### config.mk
export PLATFORM = sky130hd
export DESIGN_NAME = sample_clock_prescaler
export DESIGN_NICKNAME = d
export VERILOG_FILES = /design/src/rtl/scp_pkg.sv /design/src/rtl/scp_ctrl.sv /design/src/rtl/scp_datapath.sv /design/src/rtl/sample_clock_prescaler.sv
export SDC_FILE = /design/constraint.sdc
export NUM_CORES = 1
export LEC_CHECK = 0
export BUFFER_PORTS_ARGS = -buffer_cell sky130_fd_sc_hd__buf_2
export CELL_PAD_IN_SITES_DETAIL_PLACEMENT = 1
export CELL_PAD_IN_SITES_GLOBAL_PLACEMENT = 1
export CORE_ASPECT_RATIO = 1.75
export CORE_UTILIZATION = 42
export CTS_CLUSTER_SIZE = 24
export DETAILED_ROUTE_END_ITERATION = 8
export PLACE_DENSITY = 0.79
export SYNTH_ARGS = -nofsm -noshare
export SYNTH_HDL_FRONTEND = slang
export SYNTH_SLANG_ARGS = --single-unit
### constraint.sdc
create_clock -name clk -period 2.6 [get_ports clk]
set_input_delay 0.39 -clock clk [delete_from_list [all_inputs] [get_ports clk]]
set_output_delay 0.39 -clock clk [all_outputs]
set_load 0.02 [all_outputs]
### src/rtl/scp_pkg.sv
package scp_pkg;
  localparam int CFG_W = 10;
  localparam int RATIO_W = 9;

  typedef struct packed {
    logic restart;
    logic srcExt;
  } scp_ctl_t;
endpackage

### src/rtl/scp_ctrl.sv
module scp_ctrl
  import scp_pkg::*;
#(
  parameter int TIMEOUT = 64
) (
  input  logic                 clk,
  input  logic                 rstN,
  input  logic                 cfgLoad,
  input  logic [CFG_W-1:0]     cfgParam,
  input  logic                 extEdge,
  input  logic                 sampleStb,
  output scp_ctl_t             ctl,
  output logic [1:0]           rateCode,
  output logic [RATIO_W-1:0]   nRatio
);
  localparam int IDLE_W = (TIMEOUT > 1) ? $clog2(TIMEOUT) : 1;
  localparam logic [IDLE_W-1:0] IDLE_LAST = IDLE_W'(TIMEOUT - 1);

  logic [IDLE_W-1:0]  idleCnt;
  logic               extPresent;
  logic               srcExt;
  logic               switchNow;
  logic               restart;
  logic [RATIO_W-1:0] ratioDecoded;

  // Ratio code decode: 0 means 256, 2 is coerced to 3
  always_comb begin
    if (cfgParam[9:2] == 8'd0)
      ratioDecoded = RATIO_W'(256);
    else if (cfgParam[9:2] == 8'd2)
      ratioDecoded = RATIO_W'(3);
    else
      ratioDecoded = {1'b0, cfgParam[9:2]};
  end

  always_ff @(posedge clk or negedge rstN) begin
    if (!rstN) begin
      rateCode <= 2'b00;
      nRatio   <= RATIO_W'(1);
    end else if (cfgLoad) begin
      rateCode <= cfgParam[1:0];
      nRatio   <= ratioDecoded;
    end
  end

  // Activity detector on the synchronized external clock
  always_ff @(posedge clk or negedge rstN) begin
    if (!rstN) begin
      idleCnt    <= '0;
      extPresent <= 1'b0;
    end else if (extEdge) begin
      idleCnt    <= '0;
      extPresent <= 1'b1;
    end else if (idleCnt == IDLE_LAST) begin
      extPresent <= 1'b0;
    end else begin
      idleCnt <= idleCnt + 1'b1;
    end
  end

  // Source switch: at a sample boundary, or at once when the running external clock is lost
  always_comb begin
    switchNow = (srcExt != extPresent) && (sampleStb || (srcExt && !extPresent));
    restart   = cfgLoad || switchNow;
  end

  always_ff @(posedge clk or negedge rstN) begin
    if (!rstN)
      srcExt <= 1'b0;
    else if (restart)
      srcExt <= extPresent;
  end

  assign ctl.restart = restart;
  assign ctl.srcExt  = srcExt;

  p_src_only_on_restart_r8: assert property (@(posedge clk) disable iff (!rstN)
    !$stable(srcExt) |-> $past(restart));

  p_ext_loss_immediate_r7: assert property (@(posedge clk) disable iff (!rstN)
    (srcExt && !extPresent) |=> !srcExt);

  p_absent_after_idle_r7: assert property (@(posedge clk) disable iff (!rstN)
    $fell(extPresent) |-> ($past(idleCnt) == IDLE_LAST));

  p_ratio_legal_r5: assert property (@(posedge clk) disable iff (!rstN)
    (nRatio != RATIO_W'(2)) && (nRatio != '0));
endmodule

### src/rtl/scp_datapath.sv
module scp_datapath
  import scp_pkg::*;
#(
  parameter int DIV_6K4    = 10,
  parameter int DIV_4K0    = 16,
  parameter int DIV_8K0    = 8,
  parameter int DIV_5K3    = 12,
  parameter int OVERSAMPLE = 128,
  parameter int SYNC_LEN   = 2
) (
  input  logic               clk,
  input  logic               rstN,
  input  logic               extClk,
  input  scp_ctl_t           ctl,
  input  logic [1:0]         rateCode,
  input  logic [RATIO_W-1:0] nRatio,
  output logic               extEdge,
  output logic               overStb,
  output logic               sampleStb
);
  localparam int DIV_MAX_A = (DIV_6K4 > DIV_4K0) ? DIV_6K4 : DIV_4K0;
  localparam int DIV_MAX_B = (DIV_8K0 > DIV_5K3) ? DIV_8K0 : DIV_5K3;
  localparam int DIV_MAX   = (DIV_MAX_A > DIV_MAX_B) ? DIV_MAX_A : DIV_MAX_B;
  localparam int INT_W     = $clog2(DIV_MAX);
  localparam int SMP_W     = $clog2(OVERSAMPLE);
  localparam logic [SMP_W-1:0] SMP_LAST = SMP_W'(OVERSAMPLE - 1);

  logic [SYNC_LEN:0]   syncQ;
  logic [INT_W-1:0]    intCnt;
  logic [INT_W-1:0]    intLast;
  logic [RATIO_W-2:0]  extCnt;
  logic [SMP_W-1:0]    smpCnt;
  logic                intTick;
  logic                extTick;
  logic                overRaw;

  always_ff @(posedge clk or negedge rstN) begin
    if (!rstN) syncQ <= '0;
    else       syncQ <= {syncQ[SYNC_LEN-1:0], extClk};
  end

  assign extEdge = syncQ[SYNC_LEN-1] & ~syncQ[SYNC_LEN];

  always_comb begin
    case (rateCode)
      2'b00:   intLast = INT_W'(DIV_6K4 - 1);
      2'b01:   intLast = INT_W'(DIV_4K0 - 1);
      2'b10:   intLast = INT_W'(DIV_8K0 - 1);
      default: intLast = INT_W'(DIV_5K3 - 1);
    endcase
  end

  assign intTick = (intCnt == intLast);
  assign extTick = extEdge && ({1'b0, extCnt} == (nRatio - RATIO_W'(1)));
  assign overRaw = ctl.srcExt ? extTick : intTick;

  always_ff @(posedge clk or negedge rstN) begin
    if (!rstN)            intCnt <= '0;
    else if (ctl.restart) intCnt <= '0;
    else if (intTick)     intCnt <= '0;
    else                  intCnt <= intCnt + 1'b1;
  end

  always_ff @(posedge clk or negedge rstN) begin
    if (!rstN)            extCnt <= '0;
    else if (ctl.restart) extCnt <= '0;
    else if (extTick)     extCnt <= '0;
    else if (extEdge)     extCnt <= extCnt + 1'b1;
  end

  always_ff @(posedge clk or negedge rstN) begin
    if (!rstN) begin
      smpCnt    <= '0;
      overStb   <= 1'b0;
      sampleStb <= 1'b0;
    end else begin
      overStb   <= overRaw && !ctl.restart;
      sampleStb <= overRaw && !ctl.restart && (smpCnt == SMP_LAST);
      if (ctl.restart)
        smpCnt <= '0;
      else if (overRaw)
        smpCnt <= (smpCnt == SMP_LAST) ? '0 : smpCnt + 1'b1;
    end
  end

  p_smp_with_over_r6: assert property (@(posedge clk) disable iff (!rstN)
    sampleStb |-> overStb);

  p_over_spacing_r2: assert property (@(posedge clk) disable iff (!rstN)
    overStb |=> !overStb);
endmodule

### src/rtl/sample_clock_prescaler.sv
module sample_clock_prescaler
  import scp_pkg::*;
#(
  parameter int DIV_6K4    = 10,
  parameter int DIV_4K0    = 16,
  parameter int DIV_8K0    = 8,
  parameter int DIV_5K3    = 12,
  parameter int OVERSAMPLE = 128,
  parameter int TIMEOUT    = 64
) (
  input  logic       clk,
  input  logic       rstN,
  input  logic       extClk,
  input  logic       cfgLoad,
  input  logic [9:0] cfgParam,
  output logic       overStb,
  output logic       sampleStb,
  output logic       extSel
);
  scp_ctl_t           ctl;
  logic [1:0]         rateCode;
  logic [RATIO_W-1:0] nRatio;
  logic               extEdge;

  scp_ctrl #(.TIMEOUT(TIMEOUT)) i_ctrl (
    .clk(clk), .rstN(rstN), .cfgLoad(cfgLoad), .cfgParam(cfgParam),
    .extEdge(extEdge), .sampleStb(sampleStb), .ctl(ctl),
    .rateCode(rateCode), .nRatio(nRatio)
  );

  scp_datapath #(
    .DIV_6K4(DIV_6K4), .DIV_4K0(DIV_4K0), .DIV_8K0(DIV_8K0), .DIV_5K3(DIV_5K3),
    .OVERSAMPLE(OVERSAMPLE), .SYNC_LEN(2)
  ) i_datapath (
    .clk(clk), .rstN(rstN), .extClk(extClk), .ctl(ctl),
    .rateCode(rateCode), .nRatio(nRatio), .extEdge(extEdge),
    .overStb(overStb), .sampleStb(sampleStb)
  );

  assign extSel = ctl.srcExt;
endmodule

After elaboration in Yosys (flattened, before gate mapping)

Index checks and enable logic that the tools add are counted.

Div/mod/pow operators: 0
Bitwise operators: 2
Order comparisons: 0
Add/sub/neg operators: 5
Muxes and demuxes: 16
Multiply operators: 0
Shift operators: 0
Reductions and logical operators: 14
Equal/unequal tests: 9

Operator list:

| kind                                             | count |
|---|---|
| two-way mux 8 bit                                | 4 |
| two-way mux 7 bit                                | 3 |
| two-way mux 6 bit                                | 2 |
| case mux 4 bit (3 select lines)                  | 1 |
| == test 8 x 9 -> 1 bit                           | 1 |
| two-way mux 9 bit                                | 1 |
| subtractor 9 x 1 -> 9 bit, second input constant | 1 |
| adder 8 x 1 -> 8 bit, second input constant      | 1 |
| == test 8 x 2 -> 1 bit, second input constant    | 1 |
| logical NOT 8 bit                                | 1 |
| two-way mux 4 bit                                | 2 |
| adder 7 x 1 -> 7 bit, second input constant      | 1 |
| == test 7 bit, second input constant             | 1 |
| adder 6 x 1 -> 6 bit, second input constant      | 1 |
| == test 6 bit, second input constant             | 1 |
| logical AND 1 bit                                | 5 |
| adder 4 x 1 -> 4 bit, second input constant      | 1 |
| == test 4 bit                                    | 1 |
| nonzero test 2 bit                               | 2 |
| two-way mux 1 bit                                | 3 |
| nonzero test 3 bit                               | 1 |
| == test 2 x 1 -> 1 bit, second input constant    | 1 |
| == test 2 bit, second input constant             | 1 |
| logical NOT 1 bit                                | 2 |
| 6 further kinds                                  | 7 |

Bits in latches: 0
Input port bits: 14
Bits in registers: 43
Memories: 0
Output and inout port bits: 3
Memory bits (read-only): 0
Logic and storage cells: 57
Memory bits (writable): 0

Longest topological paths before layout

Depth in word-level cells: 8
Depth in mapped cells: 9
Mapped depth without buffers: 8

By module

From an unflattened synthesis, not the netlist that was laid out.

Cells, all modules: 229
Area, all modules: 2349.8 µm²

By module, submodules not included:

| module       | times used | area each (µm²) | cells each | sequential area each (µm²) |
|---|---|---|---|---|
| scp_datapath | 1          | 1495.2          | 159        | 600.6 |
| scp_ctrl     | 1          | 854.6           | 70         | 476.7 |

Least setup slack after synthesis

Ideal clock, no wire load.

Path kind: register to register
From: reg i_ctrl.nRatio[0]
To: reg i_datapath.smpCnt[5]
Cell stages (with the launch flop): 9
Clock period less this slack: 2.480 ns
Required time: 2.478 ns
Path buffers: 0
Setup time: 0.122 ns
Slack: 0.120 ns
Data arrival time: 2.358 ns
Path through: dfstp_2 > inv_1 > ha_1 > xnor2_1 > nor3_1 > o211ai_2 > or4_4 > a32o_1 > a32o_1

Cells in the longest elaborated chain, start to end: 5

RTL lines:

| element                             | RTL line           | source |
|---|---|---|
| start, declared                     | scp_ctrl.sv:14     | `output logic [RATIO_W-1:0] nRatio` |
| start signal, assigned              | scp_ctrl.sv:42     | `nRatio <= ratioDecoded;` |
| subtractor 9 x 1 -> 9 bit           | scp_datapath.sv:54 | `assign extTick = extEdge && ({1'b0, extCnt} == (nRatio - RATIO_W'(1)));` |
| == test 8 x 9 -> 1 bit              | scp_datapath.sv:54 |  |
| logical AND 1 bit                   | scp_datapath.sv:54 |  |
| two-way mux 1 bit                   | scp_datapath.sv:55 | `assign overRaw = ctl.srcExt ? extTick : intTick;` |
| nonzero test 2 bit (no source line) | --                 |  |
| end signal, assigned                | scp_datapath.sv:82 | `smpCnt <= (smpCnt == SMP_LAST) ? '0 : smpCnt + 1'b1;` |
| end, declared                       | scp_datapath.sv:32 | `logic [SMP_W-1:0] smpCnt;` |

Every way passes these cells.
A chain may end at the register's enable or synchronous reset.

Worst setup path after layout

From: reg i_ctrl.nRatio[2]
To: reg i_datapath.smpCnt[5]

The elaborated chain is that of the path after synthesis.

==> impl_metrics.tcl <==
set metrics [dict create \
    drc 0 \
    drv_slew 0 \
    grt_pass1_vias 2060 \
    fin_crit_sh_pct 96.8 \
    start_util_pct 43.2 \
    dp_hpwl_mm 4.16 \
    rsz0062_at_grt "no" \
    fin_tns_setup_ns 0 \
    antenna_cells 0 \
    vias_per_cell 5.61 \
    status "completed" \
    relSlewSlack_pct 48.3 \
    fmax_ghz 0.397 \
    critPathRequiredTime_ns 2.79 \
    drtPass1Iterations 4 \
    syn-num-nets 264 \
    stdcell_count 344 \
    area_delta_synth_final_pct 14.3 \
    worstSetupPathType "reg2reg" \
    min_path_type "in2async" \
    crit_fanout 8 \
    ys_seq_area_share_pct 45.0 \
    crit_path_frequent_cell "a32o_1" \
    postCtsSetupBuffers 0 \
    clock_sinks 43 \
    reg2regPathDepth 6 \
    peakVddDrop_uv 318 \
    synthesis.instances 242 \
    setup_viol 0 \
    design.core.area_um2 5540 \
    max-cap-violations 0 \
    wl_per_cell_um 16.2 \
    synth_largest_area_cell "dfrtp_1" \
    grt_max_degree 44 \
    io_pins 17 \
    total_power_mw 1.50 \
    cp_top_family "simple AND/OR/NAND/NOR gates" \
    endpoint_kind "flip-flop" \
    hold_slack_ns 0.154 \
    crit_arrival_ns 2.71 \
    hold_buffers 0 \
    grt_pass1_wl_mm 9.77 \
    antenna_found_initial 0 \
    cpPeakStageDelay_ns 0.57 \
    h-tree-depth 2 \
    gr-total-overflow 0 \
    clkTransAtPathRegs_ns 0.09 \
    synth.distinct_cells 56 \
    gp_congestion 0.762 \
    multi_input_area_um2 1290 \
    worst_path_max_delay_cell "or4_4" \
    ys.flop_type "dfrtp_1" \
    die_h_um 102 \
    tightest_slew_ns 0.769 \
    cts_buffer_depth 2 \
    hold_viol_final 0 \
    cts_root_buffer "clkbuf_8" \
    cellLeakagePower_nw 1.25 \
    place_inst 336 \
    synth_edf_count 0 \
    yosysWarningCount 0 \
    clk_latency_ns 0.30 \
    layout-drive-gt1-share_pct 19.4 \
    crit_buf_inv 0 \
    fill_cells 659 \
    cellPowerDensity_nw_per_um2 549 \
    synthArstFlopShare_pct 100 \
    finClkSkew_ns 0.0123 \
    min_period_ns 2.52 \
    synth_area_per_cell_um2 9.90 \
    rows 36 \
    synth_area_um2 2390 \
    synth_top_cell_area_share_pct 43.9 \
    die_area_um2 6020 \
    cts_buffers 5 \
    seq_area_um2 1080 \
    final_nets 289 \
    postRouteAntennaNets 0 \
    cp_cell_sequence "nor4_4 > o2111ai_1 > nor3b_2 > or4_4 > a32o_1 > a32o_1" \
    drt_wl_total_mm 5.58 \
    track_usage_pct 22.0 \
    vias 1929 \
    crit_cells 6 \
    die_w_um 59.1 \
    port_buffers 16 \
    cts_tree "built" \
    synth_area_leaders "dfrtp_1 44%, ha_1 4.2%, nor2_1 3.9%" \
    drtIter0Drc 28 \
    start_kind "flip-flop" \
    synth_seq_cells 43 \
]
==> through the flow <==
stage          setup slack (ns)  area, µm²  utilization [%]
6_report                 0.0832       2740             49.4
5_1_grt                 0.00846       2740             49.4
4_1_cts                  0.0115       2710             49.0
3_5_place_dp             0.0265       2600             47.0
3_3_place_gp              0.155       2600             47.0
2_1_floorplan             0.120       2390                -
==> metal layers <==
| layer | track usage, % | part of all wire (%) |
|---|---|---|
| met5 | 0 | 0 |
| met4 | 8.61 | 2.0 |
| met3 | 2.66 | 1.4 |
| met2 | 43.3 | 59 |
| met1 | 22.5 | 38 |
==> final timing paths <==
path / end / start / slack, ns
max reg2reg: i_datapath.smpCnt[5] / i_ctrl.nRatio[2] / 0.08
min reg2reg: i_datapath.syncQ[1] / i_datapath.syncQ[0] / 0.36
min: i_datapath.smpCnt[2] / rstN / 0.15
max in group asynchronous: i_ctrl.nRatio[0] / rstN / 2.06
min in group clk: i_datapath.syncQ[0] / extClk / 0.19
max: i_datapath.smpCnt[5] / i_ctrl.nRatio[2] / 0.08
==> logic make-up after synthesis <==
| family | Yosys count | share of synthesized area, % |
|---|---|---|
| adders and majority gates | 8 | 4.18 |
| DFF | 43 | 45.0 |
| AOI/OAI and AO/OA | 44 | 13.4 |
| and+or+nand+nor | 111 | 26.0 |
| xor gates and xnor gates | 15 | 5.49 |
| buffers and inverters | 13 | 2.30 |
| muxes | 8 | 3.66 |
==> registers in the layout (all words and copies together) (netlist names) <==
| signal | cells |
|---|---|
| i_datapath.smpCnt | 7 |
| i_ctrl.extPresent | 1 |
| i_ctrl.nRatio | 9 |
| i_datapath.overStb | 1 |
| i_ctrl.idleCnt | 6 |
| i_ctrl.srcExt | 1 |
| i_datapath.syncQ | 3 |
| i_datapath.sampleStb | 1 |
| i_ctrl.rateCode | 2 |
| i_datapath.intCnt | 4 |
| i_datapath.extCnt | 8 |
==> layout by cell type, fill, tap and decap left out, types with 3 or more instances in the layout <==
master    instances
a21oi_1           6
a221o_1           4
and2_1            3
and3_1            9
buf_2            16
buf_4             8
clkbuf_8          5
dfrtp_1          42
ha_1              7
inv_1             7
mux2_2            6
nand2_1          20
nand2b_1          3
nand3_1          15
nand3b_1          3
nor2_1           25
nor2b_1           4
nor3_1            8
nor4_4            3
o21ai_0          10
o31ai_1           3
or2_2             3
xnor2_1           8
xor2_1            7
==> cells in the mapped netlist, types with 3 or more instances <==
master	n
nor2_1	25
or2_2	3
nand3_1	15
dfrtp_1	42
xor2_1	7
ha_1	8
and2_1	3
inv_1	7
o21ai_0	10
a221o_1	4
nor2b_1	4
mux2_2	6
a21oi_1	6
o31ai_1	3
and3_1	9
nand2_1	20
nand2b_1	3
nor3_1	8
nand3b_1	3
xnor2_1	8
clkbuf_1	3
==> layout make-up <==
class / count / share of cell area [%]
well taps: 76 / 3.47
repair buffers: 24 / 5.12
flip-flops and latches: 43 / 39.4
multi-input cells: 186 / 47.0
inverters: 7 / 0.960
clock inverters: 3 / 1.60
clock buffers: 5 / 2.51
==> where the power goes <==
part / leakage (nW) / internal, mW / total (mW) / switching (mW)
Sequential: 0.555 / 0.715 / 0.767 / 0.0526
Clock: 0.0581 / 0.286 / 0.525 / 0.239
Combinational: 0.634 / 0.0944 / 0.210 / 0.116
==> what timing repair did <==
item,CTS,global route
gates resized for setup,0,3
endpoints found under the setup margin,0,1
hold endpoints to repair,0,0
No activity file was read; power rests on OpenSTA's default activity.
